--- src/rtl/pd_pkg.sv ---
package pd_pkg;
    // Period-crossing decision for one pair
    typedef enum logic [1:0] {
        WR_NONE = 2'd0,
        WR_UP   = 2'd1,
        WR_DN   = 2'd2
    } wrap_e;
endpackage

--- src/rtl/pd_pair.sv ---
module pd_pair #(
    parameter int TAG_W   = 12,
    parameter int TIMEOUT = 64
) (
    input  logic             clk,
    input  logic             rst_n,
    input  logic             rx_vld_i,
    input  logic [TAG_W-1:0] rx_tag_i,
    input  logic             lc_vld_i,
    input  logic [TAG_W-1:0] lc_tag_i,
    output logic             pv_o,
    output logic [TAG_W-1:0] prx_o,
    output logic [TAG_W-1:0] plc_o
);
    localparam int AGE_W = $clog2(TIMEOUT + 1);
    localparam logic [AGE_W-1:0] AGE_LIM = AGE_W'(TIMEOUT - 1);

    typedef struct packed {
        logic             rx_p;
        logic             lc_p;
        logic [TAG_W-1:0] rx_t;
        logic [TAG_W-1:0] lc_t;
        logic [AGE_W-1:0] age;
        logic             pv;
        logic [TAG_W-1:0] prx;
        logic [TAG_W-1:0] plc;
    } st_t;

    st_t s_d, s_q;
    logic have_rx, have_lc;

    always_comb begin
        s_d     = s_q;
        s_d.pv  = 1'b0;
        have_rx = rx_vld_i | s_q.rx_p;
        have_lc = lc_vld_i | s_q.lc_p;
        if (rx_vld_i) s_d.rx_t = rx_tag_i;
        if (lc_vld_i) s_d.lc_t = lc_tag_i;
        if (have_rx && have_lc) begin
            s_d.pv   = 1'b1;
            s_d.prx  = rx_vld_i ? rx_tag_i : s_q.rx_t;
            s_d.plc  = lc_vld_i ? lc_tag_i : s_q.lc_t;
            s_d.rx_p = 1'b0;
            s_d.lc_p = 1'b0;
            s_d.age  = '0;
        end else if (rx_vld_i || lc_vld_i) begin
            s_d.rx_p = have_rx;
            s_d.lc_p = have_lc;
            s_d.age  = '0;
        end else if (s_q.rx_p || s_q.lc_p) begin
            if (s_q.age == AGE_LIM) begin
                s_d.rx_p = 1'b0;
                s_d.lc_p = 1'b0;
                s_d.age  = '0;
            end else begin
                s_d.age = s_q.age + 1'b1;
            end
        end
    end

    always_ff @(posedge clk or negedge rst_n) begin
        if (!rst_n) s_q <= '0;
        else        s_q <= s_d;
    end

    assign pv_o  = s_q.pv;
    assign prx_o = s_q.prx;
    assign plc_o = s_q.plc;


    stale_drop_chk: assert property (@(posedge clk) disable iff (!rst_n)
        (s_q.rx_p && s_q.age == AGE_LIM && !rx_vld_i && !lc_vld_i) |=> !s_q.rx_p);


    pair_fire_chk: assert property (@(posedge clk) disable iff (!rst_n)
        (rx_vld_i && lc_vld_i) |=> pv_o);
endmodule

--- src/rtl/pd_ramp.sv ---
module pd_ramp #(
    parameter int TAG_W = 12
) (
    input  logic             clk,
    input  logic             rst_n,
    input  logic             step_i,
    input  logic [TAG_W-1:0] tgt_i,
    output logic [TAG_W-1:0] app_o
);
    typedef struct packed {
        logic [TAG_W-1:0] app;
    } st_t;

    st_t s_d, s_q;

    always_comb begin
        s_d = s_q;
        if (step_i && (s_q.app != tgt_i)) begin
            if (tgt_i > s_q.app) s_d.app = s_q.app + 1'b1;
            else                 s_d.app = s_q.app - 1'b1;
        end
    end

    always_ff @(posedge clk or negedge rst_n) begin
        if (!rst_n) s_q <= '0;
        else        s_q <= s_d;
    end

    assign app_o = s_q.app;


    ramp_idle_chk: assert property (@(posedge clk) disable iff (!rst_n)
        !step_i |=> $stable(app_o));


    ramp_move_chk: assert property (@(posedge clk) disable iff (!rst_n)
        (step_i && app_o != tgt_i) |=> (app_o != $past(app_o)));


    ramp_hold_chk: assert property (@(posedge clk) disable iff (!rst_n)
        (step_i && app_o == tgt_i) |=> $stable(app_o));
endmodule

--- src/rtl/pd_unwrap.sv ---
module pd_unwrap
    import pd_pkg::*;
#(
    parameter int TAG_W = 12,
    parameter int CNT_W = 4
) (
    input  logic                            clk,
    input  logic                            rst_n,
    input  logic                            pv_i,
    input  logic        [TAG_W-1:0]         rx_i,
    input  logic        [TAG_W-1:0]         lc_i,
    input  logic        [TAG_W-1:0]         sp_i,
    output logic                            ev_o,
    output logic signed [TAG_W+CNT_W-1:0]   ext_o
);
    localparam int ERR_W = TAG_W + CNT_W;
    localparam logic signed [TAG_W:0]   HALF_P = (TAG_W+1)'(2 ** (TAG_W - 1));
    localparam logic signed [TAG_W:0]   HALF_N = -HALF_P;
    localparam logic signed [CNT_W-1:0] CMAX   = {1'b0, {(CNT_W-1){1'b1}}};
    localparam logic signed [CNT_W-1:0] CMIN   = {1'b1, {(CNT_W-1){1'b0}}};

    typedef struct packed {
        logic                     seen;
        logic signed [TAG_W-1:0]  prev;
        logic signed [CNT_W-1:0]  cnt;
        logic                     ev;
        logic signed [ERR_W-1:0]  ext;
    } st_t;

    st_t s_d, s_q;
    logic signed [TAG_W-1:0] raw;
    logic signed [TAG_W:0]   diff;
    wrap_e                   wr;

    always_comb begin
        s_d  = s_q;
        s_d.ev = 1'b0;
        raw  = $signed(rx_i - lc_i - sp_i);
        diff = (TAG_W+1)'(raw) - (TAG_W+1)'(s_q.prev);
        wr   = WR_NONE;
        if (s_q.seen) begin
            if (diff < HALF_N)      wr = WR_UP;
            else if (diff > HALF_P) wr = WR_DN;
        end
        if (pv_i) begin
            case (wr)
                WR_UP:   if (s_q.cnt != CMAX) s_d.cnt = s_q.cnt + 1'b1;
                WR_DN:   if (s_q.cnt != CMIN) s_d.cnt = s_q.cnt - 1'b1;
                default: s_d.cnt = s_q.cnt;
            endcase
            s_d.seen = 1'b1;
            s_d.prev = raw;
            s_d.ev   = 1'b1;
            s_d.ext  = ERR_W'(raw) + $signed({s_d.cnt, {TAG_W{1'b0}}});
        end
    end

    always_ff @(posedge clk or negedge rst_n) begin
        if (!rst_n) s_q <= '0;
        else        s_q <= s_d;
    end

    assign ev_o  = s_q.ev;
    assign ext_o = s_q.ext;


    cnt_step_chk: assert property (@(posedge clk) disable iff (!rst_n)
        1'b1 |=> ((CNT_W+1)'(s_q.cnt) - (CNT_W+1)'($past(s_q.cnt)) <= (CNT_W+1)'(1)) &&
                 ((CNT_W+1)'(s_q.cnt) - (CNT_W+1)'($past(s_q.cnt)) >= -(CNT_W+1)'(1)));


    cnt_idle_chk: assert property (@(posedge clk) disable iff (!rst_n)
        !pv_i |=> $stable(s_q.cnt));
endmodule

--- src/rtl/pd_lock.sv ---
module pd_lock #(
    parameter int ERR_W  = 16,
    parameter int WLOG_W = 3
) (
    input  logic                    clk,
    input  logic                    rst_n,
    input  logic                    ev_i,
    input  logic signed [ERR_W-1:0] ext_i,
    input  logic [WLOG_W-1:0]       win_log_i,
    input  logic [ERR_W-1:0]        thr_i,
    output logic                    locked_o
);
    localparam int CW = (1 << WLOG_W) - 1;
    localparam int AW = ERR_W + CW + 1;

    typedef struct packed {
        logic signed [AW-1:0] acc;
        logic [CW-1:0]        cnt;
        logic                 locked;
    } st_t;

    st_t s_d, s_q;
    logic signed [AW-1:0] acc_n, avg, mag;
    logic [CW-1:0]        last;

    always_comb begin
        s_d   = s_q;
        last  = CW'((32'd1 << win_log_i) - 32'd1);
        acc_n = s_q.acc + AW'(ext_i);
        avg   = acc_n >>> win_log_i;
        mag   = avg[AW-1] ? -avg : avg;
        if (ev_i) begin
            if (s_q.cnt == last) begin
                s_d.locked = ($unsigned(mag) <= AW'(thr_i));
                s_d.acc    = '0;
                s_d.cnt    = '0;
            end else begin
                s_d.acc = acc_n;
                s_d.cnt = s_q.cnt + 1'b1;
            end
        end
    end

    always_ff @(posedge clk or negedge rst_n) begin
        if (!rst_n) s_q <= '0;
        else        s_q <= s_d;
    end

    assign locked_o = s_q.locked;


    lock_hold_chk: assert property (@(posedge clk) disable iff (!rst_n)
        !ev_i |=> $stable(locked_o));


    win_mid_chk: assert property (@(posedge clk) disable iff (!rst_n)
        (ev_i && s_q.cnt != last) |=> $stable(locked_o));
endmodule

--- src/rtl/sp_phase_det.sv ---
module sp_phase_det #(
    parameter int TAG_W   = 12,
    parameter int CNT_W   = 4,
    parameter int GAIN_W  = 8,
    parameter int ACC_W   = 32,
    parameter int OUT_SH  = 0,
    parameter int WLOG_W  = 3,
    parameter int TIMEOUT = 64
) (
    input  logic                      clk,
    input  logic                      rst_n,
    input  logic                      rx_vld_i,
    input  logic [TAG_W-1:0]          rx_tag_i,
    input  logic                      lc_vld_i,
    input  logic [TAG_W-1:0]          lc_tag_i,
    input  logic [TAG_W-1:0]          sp_tgt_i,
    input  logic [GAIN_W-1:0]         kp_i,
    input  logic [GAIN_W-1:0]         ki_i,
    input  logic [WLOG_W-1:0]         win_log_i,
    input  logic [TAG_W+CNT_W-1:0]    lk_thr_i,
    output logic signed [ACC_W-1:0]   tune_o,
    output logic                      locked_o,
    output logic                      sp_done_o
);
    localparam int ERR_W = TAG_W + CNT_W;

    logic                    pv;
    logic [TAG_W-1:0]        prx, plc, sp_app;
    logic                    ev;
    logic signed [ERR_W-1:0] ext;

    pd_pair #(.TAG_W(TAG_W), .TIMEOUT(TIMEOUT)) u_pair (
        .clk(clk), .rst_n(rst_n),
        .rx_vld_i(rx_vld_i), .rx_tag_i(rx_tag_i),
        .lc_vld_i(lc_vld_i), .lc_tag_i(lc_tag_i),
        .pv_o(pv), .prx_o(prx), .plc_o(plc)
    );

    pd_ramp #(.TAG_W(TAG_W)) u_ramp (
        .clk(clk), .rst_n(rst_n),
        .step_i(pv), .tgt_i(sp_tgt_i), .app_o(sp_app)
    );

    pd_unwrap #(.TAG_W(TAG_W), .CNT_W(CNT_W)) u_unwrap (
        .clk(clk), .rst_n(rst_n),
        .pv_i(pv), .rx_i(prx), .lc_i(plc), .sp_i(sp_app),
        .ev_o(ev), .ext_o(ext)
    );

    pd_lock #(.ERR_W(ERR_W), .WLOG_W(WLOG_W)) u_lock (
        .clk(clk), .rst_n(rst_n),
        .ev_i(ev), .ext_i(ext), .win_log_i(win_log_i), .thr_i(lk_thr_i),
        .locked_o(locked_o)
    );

    // Proportional-integral stage
    typedef struct packed {
        logic signed [ACC_W-1:0] integ;
        logic signed [ACC_W-1:0] tune;
    } st_t;

    st_t s_d, s_q;
    logic signed [ACC_W-1:0] p_kp, p_ki;

    always_comb begin
        s_d  = s_q;
        p_kp = ACC_W'($signed({1'b0, kp_i})) * ACC_W'(ext);
        p_ki = ACC_W'($signed({1'b0, ki_i})) * ACC_W'(ext);
        if (ev) begin
            s_d.integ = s_q.integ + p_ki;
            s_d.tune  = (p_kp + s_d.integ) >>> OUT_SH;
        end
    end

    always_ff @(posedge clk or negedge rst_n) begin
        if (!rst_n) s_q <= '0;
        else        s_q <= s_d;
    end

    assign tune_o    = s_q.tune;
    assign sp_done_o = (sp_app == sp_tgt_i);


    tune_hold_chk: assert property (@(posedge clk) disable iff (!rst_n)
        !ev |=> $stable(tune_o));


    reset_val_chk: assert property (@(posedge clk)
        !rst_n |=> (tune_o == '0 || rst_n));
endmodule

--- config.mk ---
export PLATFORM = sky130hd
export DESIGN_NAME = sp_phase_det
export DESIGN_NICKNAME = d
export VERILOG_FILES = /design/src/rtl/pd_pkg.sv /design/src/rtl/pd_pair.sv /design/src/rtl/pd_ramp.sv /design/src/rtl/pd_unwrap.sv /design/src/rtl/pd_lock.sv /design/src/rtl/sp_phase_det.sv
export SDC_FILE = /design/constraint.sdc
export NUM_CORES = 1
export LEC_CHECK = 0
export ABC_AREA = 1
export BUFFER_PORTS_ARGS = -buffer_cell sky130_fd_sc_hd__buf_4
export CORE_UTILIZATION = 32
export CTS_CLUSTER_SIZE = 25
export DETAILED_ROUTE_END_ITERATION = 16
export MAX_ROUTING_LAYER = met4
export PLACE_DENSITY = 0.52
export SETUP_SLACK_MARGIN = 0.2
export SYNTH_ARGS = -nofsm -noshare
export SYNTH_HDL_FRONTEND = slang
export SYNTH_SLANG_ARGS = --single-unit
--- constraint.sdc ---
create_clock -name clk -period 22.2 [get_ports clk]
set_input_delay 0 -clock clk [delete_from_list [all_inputs] [get_ports clk]]
set_output_delay 0 -clock clk [all_outputs]
set_load 0.02 [all_outputs]
[Yosys cells after proc, flatten, opt, wreduce, memory -nomap -nowiden]
Index checks and enable logic that the tools add are counted.
Word-level totals
  flip-flop bits (word level): 200
  bits of input ports: 75
  word-level logic and storage cells: 82
Operators by class
  add/sub/neg operators: 15
  multiply operators: 2
  $lt $le $gt $ge: 4
  equal/unequal tests: 8
  shifts and indexed selects: 2
  multiplexer cells: 22
  bitwise gates (word level): 2
  reductions and logical operators: 8
Operators by type and width (count)
  multiplier 9 x 16 -> 25 bit: 2
  2-to-1 mux 12 bit: 3
  adder 25 x 32 -> 32 bit: 1
  adder 32 x 25 -> 32 bit: 1
  2-to-1 mux 31 bit: 1
  2-to-1 mux 7 bit: 4
  2-to-1 mux 25 bit: 1
  adder 24 x 16 -> 24 bit: 1
  less-or-equal comparator 24 x 16 -> 1 bit: 1
  2-to-1 mux 24 bit: 1
  negation 24 bit: 1
  >>> shifter 24 x 3 -> 24 bit: 1
  subtractor 12 bit: 2
  2-to-1 mux 17 bit: 1
  adder 12 x 16 -> 16 bit: 1
  adder 7 x 1 -> 7 bit (second input constant): 2
  2-to-1 mux 2 bit: 7
  > comparator 13 bit (second input constant): 1
  less-than comparator 13 x 12 -> 1 bit (second input constant): 1
  subtractor 12 x 12 -> 13 bit: 1
  adder 12 x 1 -> 12 bit (second input constant): 1
  equality test 12 bit: 1
  > comparator 12 bit: 1
  2-to-1 mux 4 bit: 3
  other kinds (17): 23

[Longest topological paths before layout]
  depth after elaboration: 12
  depth in mapped cells: 43
  depth with buffers taken out: 41

[Cells and area by module]
A second synthesis with hierarchy kept.
Unflattened totals
  cell total of the unflattened synthesis: 3953
  area, all modules: 28159.5 sq um
Modules (own cells, without submodules)
  sp_phase_det: times used 1, cells an instance 2024, area an instance 15462.3 sq um, sequential area each 1601.5 sq um
  pd_lock: times used 1, cells an instance 1022, area an instance 5863.1 sq um, sequential area each 800.8 sq um
  pd_unwrap: times used 1, cells an instance 431, area an instance 2997.9 sq um, sequential area each 550.5 sq um
  pd_pair: times used 1, cells an instance 272, area an instance 2481.1 sq um, sequential area each 1451.4 sq um
  pd_ramp: times used 1, cells an instance 204, area an instance 1355.0 sq um, sequential area each 300.3 sq um

[Worst setup path before layout]
OpenSTA, ideal clock, no wires.
  kind: reg2reg
  start: register u_unwrap.s_q, in the netlist u_unwrap.ext_o[15]
  end: register s_q, in the netlist tune_o[31]
  arrival: 7.362 ns
  data required time: 22.082 ns
  setup slack: 14.721 ns
  stages on the path, launching flop included: 33
  path buffers: 2
  period minus slack after synthesis: 7.479 ns
  path through: dfrtp_1 > clkbuf_1 > buf_1 > nand2_1 > fa_1 > fa_1 > inv_1 > fa_1 > inv_1 > fa_1 > fa_1 > inv_1 > ha_1 > nand2_1 > nor2_1 > nand2_1 > nor4_1 > nand2_1 > o2111ai_1 > a41oi_1 > xor2_1 > fa_1 > inv_1 > ha_1 > inv_1 > nor3_1 > nand2_1 > inv_1 > nand3_1 > o21a_1 > or2_2 > nand3_1 > nand2_1
On the way
  longest elaborated chain between the ends: 3
  elaborated cells between the ends (all ways): 4
RTL lines
  start: declaration: line pd_unwrap.sv:30  | st_t s_d, s_q;
  start signal: assignment: line pd_unwrap.sv:59  | if (!rst_n) s_q <= '0;
  start signal: assignment: line pd_unwrap.sv:60  | else s_q <= s_d;
  multiplier 9 x 16 -> 25 bit: line sp_phase_det.sv:68  | p_ki = ACC_W'($signed({1'b0, ki_i})) * ACC_W'(ext);
  adder 32 x 25 -> 32 bit: line sp_phase_det.sv:70  | s_d.integ = s_q.integ + p_ki;
  adder 25 x 32 -> 32 bit *: line sp_phase_det.sv:71  | s_d.tune = (p_kp + s_d.integ) >>> OUT_SH;
  end signal: assignment: line sp_phase_det.sv:76  | if (!rst_n) s_q <= '0;
  end signal: assignment: line sp_phase_det.sv:77  | else s_q <= s_d;
  end: declaration: line sp_phase_det.sv:62  | st_t s_d, s_q;
Mark *: on every way between the ends. The rest lies on a longest branch, timed or not.
A chain may end at the register's enable or synchronous reset.

[Final worst setup path]
Ends and elaborated chain as after synthesis.

==> impl_metrics.env <==
export IMPL_status="finished, final reports clean"
export IMPL_worstPathArrival_ns=8.54
export IMPL_reg2reg_depth=31
export IMPL_fin_setup_tns_ns=0
export IMPL_path_buf_inv=7
export IMPL_yosys_most_used_dff="dfrtp_1"
export IMPL_synth_area_top_cells="fa_1 22%, dfrtp_1 18%, nand2_1 14%, ha_1 11%, inv_1 11%"
export IMPL_drt_total_wl_um=67300
export IMPL_root_buffer="clkbuf_16"
export IMPL_final_common_cell="nand2_1"
export IMPL_grt_pass1_vias=21400
export IMPL_period_share_pct=36.7
export IMPL_synth_fp_nets=4077
export IMPL_start_util_pct=32.5
export IMPL_multiInputGateArea_sq_mm=0.0176
export IMPL_vias_per_cell=4.60
export IMPL_critical_path_slowest_cell="dfrtp_1"
export IMPL_seqCellArea_sq_mm=0.00471
export IMPL_grt_first_pass_wirelength_um=113000
export IMPL_cts_setup_buffers=0
export IMPL_clk_latency_ns=0.50
export IMPL_ioPinCount=109
export IMPL_crit_type="reg2reg"
export IMPL_rr_endpoint="tune_o[31]"
export IMPL_h_tree_depth=4
export IMPL_path_max_fanout=16
export IMPL_vias=21100
export IMPL_synth_seq_cells=188
export IMPL_maxCapViolations=0
export IMPL_num_rows=103
export IMPL_synth_edf_count=0
export IMPL_synth_area_sq_mm=0.0259
export IMPL_drv_slew=0
export IMPL_synth_top_cell_area_share_pct=21.6
export IMPL_dr_pass1_iters=6
export IMPL_die_w_um=286
export IMPL_yosysTopAreaCell="fa_1"
export IMPL_fin_nets=4114
export IMPL_antenna_found_initial=1
export IMPL_grt_start_max_net_pins=75
export IMPL_drive_gt1_share_pct=7.50
export IMPL_cts_sinks=188
export IMPL_cts_clk_slew_worst_paths_ns=0.09
export IMPL_drt_iter0_markers=1260
export IMPL_wl_per_cell_um=14.6
export IMPL_critPathLaunchType="register"
export IMPL_critPathTopFamily="adder cells"
export IMPL_cts_tree="yes"
export IMPL_ant_nets=0
export IMPL_skew_ns=0.0224
export IMPL_critPathLaunch="u_unwrap.ext_o[15]"
export IMPL_clk_path_buf_depth=2
export IMPL_async_flop_share_pct=100
export IMPL_yosysSeqAreaShare_pct=18.2
export IMPL_hold_path_class="in2async"
export IMPL_tightest_slew_ns=1.05
export IMPL_synth_cell_types=51
export IMPL_rsz0062_at_grt="false"
export IMPL_cts_buffers_inserted=17
export IMPL_numPortBuffers=108
export IMPL_area_delta_synth_final_pct=10.3
export IMPL_fin_crit_ns=8.15
export IMPL_postSynthAreaPerCell_sq_um=7.40
export IMPL_rrSetupSlack_ns=14.05
export IMPL_slowest_delay_ns=0.67
export IMPL_final_cell_mix="934 x nand2_1, 738 x inv_1, 279 x fa_1"
export IMPL_nFillCells=8515
export IMPL_worst_ep_required_time_ns=22.59
export IMPL_globalRouteOverflowTotal=0
export IMPL_gp_congestion=0.862
export IMPL_cp_end_kind="register"
export IMPL_detailed_place_hpwl_um=53100
export IMPL_max_freq_mhz=123
export IMPL_dieHeight_um=286
export IMPL_fp_dieArea_sq_mm=0.0819
export IMPL_reg2reg_from="u_unwrap.ext_o[15]"
export IMPL_setup_violations=0
export IMPL_ys_warn_count=0
export IMPL_drc_errors=0
export IMPL_grtUsageTotal_pct=17.7
export IMPL_core_area_sq_mm=0.0795
export IMPL_relSlewSlack_pct=29.6
export IMPL_netlist_instances=3496
export IMPL_hold_viol_final=0
per-layer routing:
metal	track usage [%]	wire length [um]	vias to the layer above
met3	2.11	2590	47
li1	-	-	10700
met1	24.5	33000	10000
met5	-	0	-
met2	27.3	30600	345
met4	4.33	1070	0
cell type report:
| type | instances | area share (%) |
|---|---|---|
| antenna | 1 | 0.00878 |
| clock buffer | 17 | 1.49 |
| clock inverter | 15 | 0.772 |
| inverter | 756 | 9.96 |
| multi-input combinational | 2401 | 61.8 |
| sequential | 188 | 16.5 |
| tap | 1050 | 4.61 |
| timing repair buffer | 169 | 4.91 |
sequential cells by signal (all words and copies together) (netlist names):
| signal | count |
|---|---|
| u_unwrap.s_q | 5 |
| u_pair.pv_o | 1 |
| s_q | 32 |
| u_ramp.app_o | 12 |
| u_unwrap.ext_o | 16 |
| u_lock.locked_o | 1 |
| u_pair.prx_o | 12 |
| u_unwrap.ev_o | 1 |
| u_lock.s_q | 31 |
| u_pair.s_q | 33 |
| u_pair.plc_o | 12 |
| tune_o | 32 |
how the worst max path moves through the flow:
stage,to,slack (ns),cells past startpoint
2_1_floorplan,tune_o[31],14.72,32
3_3_place_gp,tune_o[31],14.09,31
3_5_place_dp,tune_o[31],14.05,31
4_1_cts,tune_o[31],14.02,31
5_1_grt,tune_o[31],13.55,31
6_report,tune_o[31],14.05,31
through the flow:
stage	instances	area, sq um	setup WS, ns	utilization [%]	hold slack, ns
global placement	4515	27400	14.09	34.4	0.0444
detailed placement	4515	27400	14.05	34.4	0.0461
finish	4597	28500	14.05	35.9	0.0836
global route	4597	28500	13.55	35.9	0.140
floorplan	3496	25900	14.72	-	-0.296
CTS	4596	28500	14.02	35.9	0.0967
logic make-up (layout without fill, tap and decap cells):
logic type,count (synthesis),count (layout),synth area share [%]
compound gates,374,374,8.33
xor+xnor,117,117,3.96
fa+ha+maj,506,506,32.6
buf+inv,907,957,13.7
flops,188,188,18.2
other cells,0,1,0
simple gates,1404,1404,23.2
cells in the mapped netlist (all sizes together), types with 54 or more instances:
library cell,number
a21oi,118
nor2,139
nand3,221
ha,227
fa,279
dfrtp,188
clkbuf,97
inv,750
xor2,75
nand2,985
buf,54
o21ai,155
what timing repair did:
item	4_1_cts	5_1_grt
hold buffers	49	0
endpoints found under the setup margin	0	0
hold endpoints to repair	119	0
gates resized for setup	0	0
Power is not shown: default switching activity piles up to over one toggle a cycle in this logic, so the estimate is an artifact.
